**src/rtl/spi_dfm_pkg.sv**
```systemverilog
package spi_dfm_pkg;

    localparam int ADDR_W     = 25;
    localparam int DEV_ADDR_W = 24;
    localparam int FRAME_W    = 40;
    localparam int NBIT_W     = 6;

    typedef enum logic [1:0] {
        HOST_READ  = 2'b00,
        HOST_WRITE = 2'b01,
        HOST_ERASE = 2'b10,
        HOST_BAD   = 2'b11
    } host_op_e;

    typedef enum logic [2:0] {
        ENG_IDLE, ENG_SETUP, ENG_HIGH, ENG_LOW, ENG_HOLD, ENG_GAP
    } eng_state_e;

    typedef enum logic [1:0] {
        SEQ_IDLE, SEQ_WREN, SEQ_CMD
    } seq_state_e;

    localparam logic [7:0] OPC_READ   = 8'h03;
    localparam logic [7:0] OPC_PROG   = 8'h02;
    localparam logic [7:0] OPC_SERASE = 8'h20;
    localparam logic [7:0] OPC_WREN   = 8'h06;

    localparam logic [2:0] RATE_FAST_CODE = 3'b001;

    // Frame bits are MSB aligned; nbits of them are sent.
    typedef struct packed {
        logic [FRAME_W-1:0] bits;
        logic [NBIT_W-1:0]  nbits;
        logic               dev;
    } frame_t;

    function automatic frame_t cmd_frame(host_op_e op, logic dev,
                                         logic [DEV_ADDR_W-1:0] a, logic [7:0] d);
        frame_t f;
        f.dev = dev;
        case (op)
            HOST_WRITE: begin f.bits = {OPC_PROG, a, d};       f.nbits = 6'd40; end
            HOST_ERASE: begin f.bits = {OPC_SERASE, a, 8'h00}; f.nbits = 6'd32; end
            default:    begin f.bits = {OPC_READ, a, 8'h00};   f.nbits = 6'd40; end
        endcase
        return f;
    endfunction

    function automatic frame_t wren_frame(logic dev);
        frame_t f;
        f.dev   = dev;
        f.bits  = {OPC_WREN, 32'h0};
        f.nbits = 6'd8;
        return f;
    endfunction

endpackage

```
**src/rtl/sfm_addr_map.sv**
```systemverilog
module sfm_addr_map
    import spi_dfm_pkg::*;
(
    input  logic [ADDR_W-1:0]     addr,
    input  logic [ADDR_W-1:0]     split,
    output logic                  dev,
    output logic [DEV_ADDR_W-1:0] dev_addr
);
    always_comb begin
        dev      = (addr >= split);
        dev_addr = addr[DEV_ADDR_W-1:0] - (dev ? split[DEV_ADDR_W-1:0] : '0);
    end
endmodule

```
**src/rtl/sfm_prot_match.sv**
```systemverilog
module sfm_prot_match
    import spi_dfm_pkg::*;
#(
    parameter int N_RANGES = 5
) (
    input  logic [ADDR_W-1:0]          addr,
    input  logic [N_RANGES-1:0]        en,
    input  logic [N_RANGES*ADDR_W-1:0] base,
    input  logic [N_RANGES*ADDR_W-1:0] limit,
    output logic                       hit
);
    logic [N_RANGES-1:0] in_range;

    for (genvar i = 0; i < N_RANGES; i++) begin : g_win
        assign in_range[i] = en[i]
                           && (addr >= base[i*ADDR_W +: ADDR_W])
                           && (addr <= limit[i*ADDR_W +: ADDR_W]);
    end

    assign hit = |in_range;
endmodule

```
**src/rtl/sfm_shift_engine.sv**
```systemverilog
module sfm_shift_engine
    import spi_dfm_pkg::*;
#(
    parameter int CNT_W    = 4,
    parameter int CS_SETUP = 6,
    parameter int CS_HOLD  = 6
) (
    input  logic             clk,
    input  logic             rst,
    input  logic             start,
    input  frame_t           frm,
    input  logic [CNT_W-1:0] half,
    output logic             fin,
    output logic [7:0]       rx,
    output logic             sclk,
    output logic [1:0]       cs_n,
    output logic             mosi,
    input  logic             miso
);
    eng_state_e         st;
    logic [CNT_W-1:0]   cnt;
    logic [CNT_W-1:0]   hreg;
    logic [NBIT_W-1:0]  left;
    logic [FRAME_W-1:0] sh;

    assign mosi = sh[FRAME_W-1];

    always_ff @(posedge clk) begin
        if (rst) begin
            st   <= ENG_IDLE;
            cnt  <= '0;
            hreg <= '0;
            left <= '0;
            sh   <= '0;
            rx   <= '0;
            sclk <= 1'b0;
            cs_n <= 2'b11;
            fin  <= 1'b0;
        end else begin
            fin <= 1'b0;
            case (st)
                ENG_IDLE: if (start) begin
                    sh   <= frm.bits;
                    left <= frm.nbits;
                    hreg <= half;
                    cs_n <= frm.dev ? 2'b01 : 2'b10;
                    cnt  <= '0;
                    st   <= ENG_SETUP;
                end
                ENG_SETUP: if (cnt == CNT_W'(CS_SETUP - 1)) begin
                    sclk <= 1'b1;
                    rx   <= {rx[6:0], miso};
                    cnt  <= '0;
                    st   <= ENG_HIGH;
                end else cnt <= cnt + 1'b1;
                ENG_HIGH: if (cnt == hreg - 1'b1) begin
                    sclk <= 1'b0;
                    cnt  <= '0;
                    left <= left - 1'b1;
                    if (left == NBIT_W'(1)) st <= ENG_HOLD;
                    else begin
                        sh <= sh << 1;
                        st <= ENG_LOW;
                    end
                end else cnt <= cnt + 1'b1;
                ENG_LOW: if (cnt == hreg - 1'b1) begin
                    sclk <= 1'b1;
                    rx   <= {rx[6:0], miso};
                    cnt  <= '0;
                    st   <= ENG_HIGH;
                end else cnt <= cnt + 1'b1;
                ENG_HOLD: if (cnt == CNT_W'(CS_HOLD - 1)) begin
                    cs_n <= 2'b11;
                    cnt  <= '0;
                    st   <= ENG_GAP;
                end else cnt <= cnt + 1'b1;
                ENG_GAP: if (cnt == CNT_W'(CS_HOLD - 1)) begin
                    fin <= 1'b1;
                    cnt <= '0;
                    st  <= ENG_IDLE;
                end else cnt <= cnt + 1'b1;
                default: st <= ENG_IDLE;
            endcase
        end
    end
endmodule

```
**src/rtl/spi_dual_flash_master.sv**
```systemverilog
module spi_dual_flash_master
    import spi_dfm_pkg::*;
#(
    parameter int N_RANGES  = 5,
    parameter int HALF_SLOW = 6,
    parameter int HALF_FAST = 5,
    parameter int CS_SETUP  = 6,
    parameter int CS_HOLD   = 6
) (
    input  logic                       clk,
    input  logic                       rst,
    input  logic [2:0]                 cfg_rate,
    input  logic [ADDR_W-1:0]          cfg_split,
    input  logic [N_RANGES-1:0]        prot_en,
    input  logic [N_RANGES*ADDR_W-1:0] prot_base,
    input  logic [N_RANGES*ADDR_W-1:0] prot_limit,
    input  logic                       req_valid,
    output logic                       req_ready,
    input  logic [1:0]                 req_op,
    input  logic [ADDR_W-1:0]          req_addr,
    input  logic [7:0]                 req_wdata,
    output logic                       done,
    output logic [7:0]                 done_rdata,
    output logic                       done_err,
    output logic                       spi_sclk,
    output logic [1:0]                 spi_cs_n,
    output logic                       spi_mosi,
    input  logic                       spi_miso
);
    localparam int MAX_AB = (HALF_SLOW > HALF_FAST) ? HALF_SLOW : HALF_FAST;
    localparam int MAX_CD = (CS_SETUP > CS_HOLD) ? CS_SETUP : CS_HOLD;
    localparam int MAX_C  = (MAX_AB > MAX_CD) ? MAX_AB : MAX_CD;
    localparam int CNT_W  = $clog2(MAX_C + 1);

    seq_state_e            sq;
    host_op_e              op;
    logic                  dev;
    logic [DEV_ADDR_W-1:0] dev_addr;
    logic                  hit;
    logic                  accept;
    logic                  refuse;
    logic [CNT_W-1:0]      half_sel;
    logic [CNT_W-1:0]      half_q;
    frame_t                frm_q;
    frame_t                cmd_q;
    logic                  start;
    logic                  fin;
    logic [7:0]            rx;
    logic                  is_read_q;

    sfm_addr_map u_map (
        .addr(req_addr), .split(cfg_split), .dev(dev), .dev_addr(dev_addr)
    );

    sfm_prot_match #(.N_RANGES(N_RANGES)) u_prot (
        .addr(req_addr), .en(prot_en), .base(prot_base), .limit(prot_limit), .hit(hit)
    );

    sfm_shift_engine #(.CNT_W(CNT_W), .CS_SETUP(CS_SETUP), .CS_HOLD(CS_HOLD)) u_eng (
        .clk(clk), .rst(rst), .start(start), .frm(frm_q), .half(half_q),
        .fin(fin), .rx(rx), .sclk(spi_sclk), .cs_n(spi_cs_n),
        .mosi(spi_mosi), .miso(spi_miso)
    );

    assign op        = host_op_e'(req_op);
    assign req_ready = (sq == SEQ_IDLE) && !done;
    assign accept    = req_valid && req_ready;
    assign refuse    = (op == HOST_BAD)
                    || (((op == HOST_WRITE) || (op == HOST_ERASE)) && hit);
    assign half_sel  = (cfg_rate == RATE_FAST_CODE) ? CNT_W'(HALF_FAST) : CNT_W'(HALF_SLOW);

    always_ff @(posedge clk) begin
        if (rst) begin
            sq         <= SEQ_IDLE;
            done       <= 1'b0;
            done_err   <= 1'b0;
            done_rdata <= '0;
            start      <= 1'b0;
            frm_q      <= '0;
            cmd_q      <= '0;
            half_q     <= CNT_W'(HALF_SLOW);
            is_read_q  <= 1'b0;
        end else begin
            start <= 1'b0;
            done  <= 1'b0;
            case (sq)
                SEQ_IDLE: if (accept) begin
                    if (refuse) begin
                        done       <= 1'b1;
                        done_err   <= 1'b1;
                        done_rdata <= '0;
                    end else begin
                        half_q    <= half_sel;
                        cmd_q     <= cmd_frame(op, dev, dev_addr, req_wdata);
                        is_read_q <= (op == HOST_READ);
                        start     <= 1'b1;
                        if (op == HOST_READ) begin
                            frm_q <= cmd_frame(op, dev, dev_addr, req_wdata);
                            sq    <= SEQ_CMD;
                        end else begin
                            frm_q <= wren_frame(dev);
                            sq    <= SEQ_WREN;
                        end
                    end
                end
                SEQ_WREN: if (fin) begin
                    frm_q <= cmd_q;
                    start <= 1'b1;
                    sq    <= SEQ_CMD;
                end
                SEQ_CMD: if (fin) begin
                    done       <= 1'b1;
                    done_err   <= 1'b0;
                    done_rdata <= is_read_q ? rx : 8'h00;
                    sq         <= SEQ_IDLE;
                end
                default: sq <= SEQ_IDLE;
            endcase
        end
    end
endmodule

```
**config.mk**
```make
export PLATFORM = sky130hd
export DESIGN_NAME = spi_dual_flash_master
export DESIGN_NICKNAME = d
export VERILOG_FILES = /design/src/rtl/spi_dfm_pkg.sv /design/src/rtl/sfm_addr_map.sv /design/src/rtl/sfm_prot_match.sv /design/src/rtl/sfm_shift_engine.sv /design/src/rtl/spi_dual_flash_master.sv
export SDC_FILE = /design/constraint.sdc
export NUM_CORES = 1
export LEC_CHECK = 0
export CAP_MARGIN = 10
export CORE_ASPECT_RATIO = 0.7
export CORE_UTILIZATION = 35
export CTS_BUF_LIST = sky130_fd_sc_hd__clkbuf_2 sky130_fd_sc_hd__clkbuf_4 sky130_fd_sc_hd__clkbuf_8
export DETAILED_ROUTE_END_ITERATION = 10
export MAX_ROUTING_LAYER = met4
export PLACE_DENSITY = 0.57
export SYNTH_ARGS = -nofsm -noshare
export SYNTH_HDL_FRONTEND = slang
export SYNTH_SLANG_ARGS = --single-unit
```
**constraint.sdc**
```tcl
create_clock -name clk -period 7.5 [get_ports clk]
set_input_delay 1.5 -clock clk [delete_from_list [all_inputs] [get_ports clk]]
set_output_delay 1.5 -clock clk [all_outputs]
set_load 0.02 [all_outputs]
```
==> summary.txt <==
Power
  • Peak VDD IR: 0.1144 mV
  • Pwr dens: 143.8 nW/um2
  • Static Leakage: 8.610 nW

Placed design
  • RePlAce Congestion: 1.048
  • IO Port Bufs: about 340
  • HPWL Detailed: 45,500 um

Synth
  • Post-synth design cell area: 14,810 um2
  • Sequential-to-total area share from yosys stat: 0.2135
  • Ys flop type: dfxtp_1
  • Area share of the largest cell type after synthesis: 0.2602
  • Cells after Synth: 1,931
  • Distinct cell type count of the synthesized netlist: 71
  • Synth top area cells: ha_1 26%, dfxtp_1 21%, inv_1 7.4%
  • Avg Cell Area, Syn: 7.670 um2
  • EDFF count, synth: 0
  • Flops & latches, synth: 158
  • Cell taking the most area after synthesis: ha_1
  • Asr flop ratio synth: 0
  • Synth warnings: 0
  • Syn nets: 2,562

Min path
  • Hold depth: 2
  • Hold Crit Class: register to register
  • WHS Endpoint: cmd_q[11]
  • Hold Crit Start: cmd_q[11]

CTS
  • H-tree levels: 4
  • Total clock sinks: 158
  • CTS tree: yes
  • Hold_buf cts: 0
  • Clock latency on the worst-skew pair: 470 ps
  • Clock Path Buffers: 2
  • Postcts setup bufs: 0
  • Num CTS Buffers: 17
  • Gates resized, CTS repair: 0
  • Root buffer cell: clkbuf_8
  • Clock slew at reported path FFs: 100 ps

STA
  • Max Freq: 0.1607 GHz
  • Tcrit/Tclk final: 0.8298
  • Fin Setup TNS: 0 ps
  • RSZ-0062 raised after global routing: false
  • Worst slew pin tran: 1161 ps
  • Clock skew: 17.11 ps
  • Slew margin rel.: 0.2201
  • Hold Vio Cnt, Final: 0
  • Slew Limit Fails: 0
  • Min Tclk post-route: 6223 ps
  • Final setup viols: 0

Routing
  • Via count: about 15,000
  • DRC marker count from the first detailed-route iteration: a little over 1,000
  • Post-DRT Antenna Nets: 0
  • Remaining DRCs: 0
  • DRT Pass-1 Iters: 6
  • Total wire length: 57,430 um
  • Drt wl/cell: 20.34 um
  • Avg Vias per Cell: approximately 5.4

Setup path
  • Buf/Inv on CP: 3
  • Critical path class: input port to register
  • Worst path top cell family by delay: compound AO/OA/AOI/OAI gates
  • Critical Path RT: 7880 ps
  • CP cell instances: clkdlybuf4s50_1 -> buf_4 -> ha_1 -> a2111oi_0 -> o21ai_0 -> o21ai_0 -> o21ai_0 -> a31o_2 -> and2_1 -> ha_1 -> inv_1 -> fa_1 -> a211oi_1 -> o21ai_0 -> nand2_1 -> a211oi_1 -> a41oi_1 -> o21a_1 -> o311ai_0 -> o21ai_0 -> a21oi_1
  • Slowest-stage cell, CP: a211oi_1
  • Crit path largest cell delay: 550 ps
  • WP data arrival: about 6600 ps
  • Setup crit start: req_addr[20]
  • CP max FO: 12
  • Reg2Reg Capture Point: u_eng.sh[31]
  • Cells on worst reg2reg path: 10
  • Reg-to-reg critical path startpoint: u_eng.hreg[0]
  • Worst setup SP type: input port
  • Cell with the most instances on the worst path: o21ai_0
  • CP Capture Type: register
  • Reg2reg setup slack: 4430 ps

Run status
  • Outcome: finished clean

Cells and area
  • Layout net count: 2,879
  • Multi-input logic area: 10,220 um2
  • P&R area growth vs syn: 30.15%
  • Fraction of layout cells with a size suffix above 1: 0.03715
  • # fillers: around 4,100
  • Reg area: 3163 um2
  • Most frequent cells in the layout: 335 x clkdlybuf4s50_1, 308 x ha_1, 293 x inv_1
  • Most common cell after layout, fill and taps aside: clkdlybuf4s50_1
  • Final Util: 0.4662

Floorplan
  • Die Y: around 170 um
  • Die W: between 200 and 250 um
  • Die area: 43,160 um2
  • FP Rows: 62
  • Starting density of the core: 0.3582
  • IO Count: 337
  • Core Region: 41,350 um2

Global routing
  • Pin count of the biggest net entering global routing: 88
  • Gr usage total: 0.2728
  • Initial antenna violation count: 18
  • Grt total ovfl: 0
  • Vias in the first global route: 14,650
  • First-pass GRT wire length: approximately 87,000 um

Job
  • Max Cap Viol: 0
[cell families after synthesis]
kind of cell / Yosys count / share of synthesized area
fa+ha+maj: 309 / 0.2615
flops: 158 / 0.2135
mux: 13 / 0.008870
simple gates: 534 / 0.1718
compound gates: 521 / 0.2321
buf+inv: 372 / 0.09799
xor+xnor: 24 / 0.01419
[state kept, by name, indices dropped and copies added, names as in the netlist]
signal	cells
cmd_q	37
done	1
done_err	1
done_rdata	8
frm_q	38
half_q	2
is_read_q	1
sq	2
start	1
u_eng.cnt	3
u_eng.cs_n	2
u_eng.fin	1
u_eng.hreg	3
u_eng.left	6
u_eng.rx	8
u_eng.sclk	1
u_eng.sh	40
u_eng.st	3
[worst min-delay path: stages, from the launching register on]
cell and delay, ps:
dfxtp_1 320, nand3_1 60, a21oi_1 50
[routing by layer]
metal,vias up,track usage,wire length [um]
met1,7248,0.3874,28420
met4,0,0.06979,962
met5,-,-,0
li1,7596,-,-
met2,416,0.3863,24290
met3,45,0.05728,3760
[power breakdown]
| group | switching [mW] | leakage, nW | internal (mW) | total [mW] |
|---|---|---|---|---|
| sequential | 0.0624 | 1.29 | 0.939 | 1.00 |
| combinational | 0.613 | 7.12 | 0.509 | 1.12 |
| clock | 0.355 | 0.203 | 0.293 | 0.648 |
[worst max path at each step]
stage	to	slack [ps]	depth (start not counted)
6_report	cmd_q[37]	1280	21
4_1_cts	cmd_q[37]	1320	21
3_5_place_dp	cmd_q[37]	830	21
2_1_floorplan	frm_q[38]	1840	20
3_3_place_gp	cmd_q[37]	960	21
5_1_grt	frm_q[37]	870	21
[cell usage after synthesis, types with 7 or more instances]
| cell type | count |
|---|---|
| a31oi_1 | 10 |
| ha_1 | 308 |
| and4_1 | 7 |
| a21o_1 | 27 |
| nand3_1 | 74 |
| a32o_1 | 8 |
| a211oi_1 | 49 |
| nand2_1 | 167 |
| o31ai_1 | 9 |
| a21oi_1 | 158 |
| a311oi_1 | 37 |
| o211ai_1 | 15 |
| and2_1 | 8 |
| a211o_1 | 7 |
| inv_1 | 293 |
| nand2b_1 | 15 |
| nand4_1 | 39 |
| clkbuf_1 | 65 |
| dfxtp_1 | 158 |
| nor2_1 | 103 |
| a22oi_1 | 36 |
| a221oi_1 | 10 |
| mux2i_1 | 12 |
| o21ai_0 | 84 |
| a2111oi_0 | 10 |
| xor2_1 | 10 |
| nor3_1 | 74 |
| o21a_1 | 16 |
| nor2b_1 | 10 |
| xnor2_1 | 14 |
[metrics by stage]
step	setup slack [ps]	cells	power, mW	area [um2]	hold slack [ps]
finish	1277	2824	2.772	19280	468.0
global route	871.2	2823	2.980	19270	490.1
CTS	1317	2805	2.781	19230	470.2
detailed placement	834.8	2773	2.129	18830	457.4
global placement	964.8	2773	2.103	18830	450.2
floorplan	1840	1931	1.692	14810	441.2
[final cells by class]
class                   instances  area share
clock inverters                13    0.007205
multi-input cells            1401      0.5300
diodes                         19    0.002466
repair buffers                377      0.1903
flip-flops and latches        158      0.1641
well taps                     544     0.03531
inverters                     293     0.05705
clock buffers                  19     0.01357
Note: power is estimated with default switching activity, not from simulation.
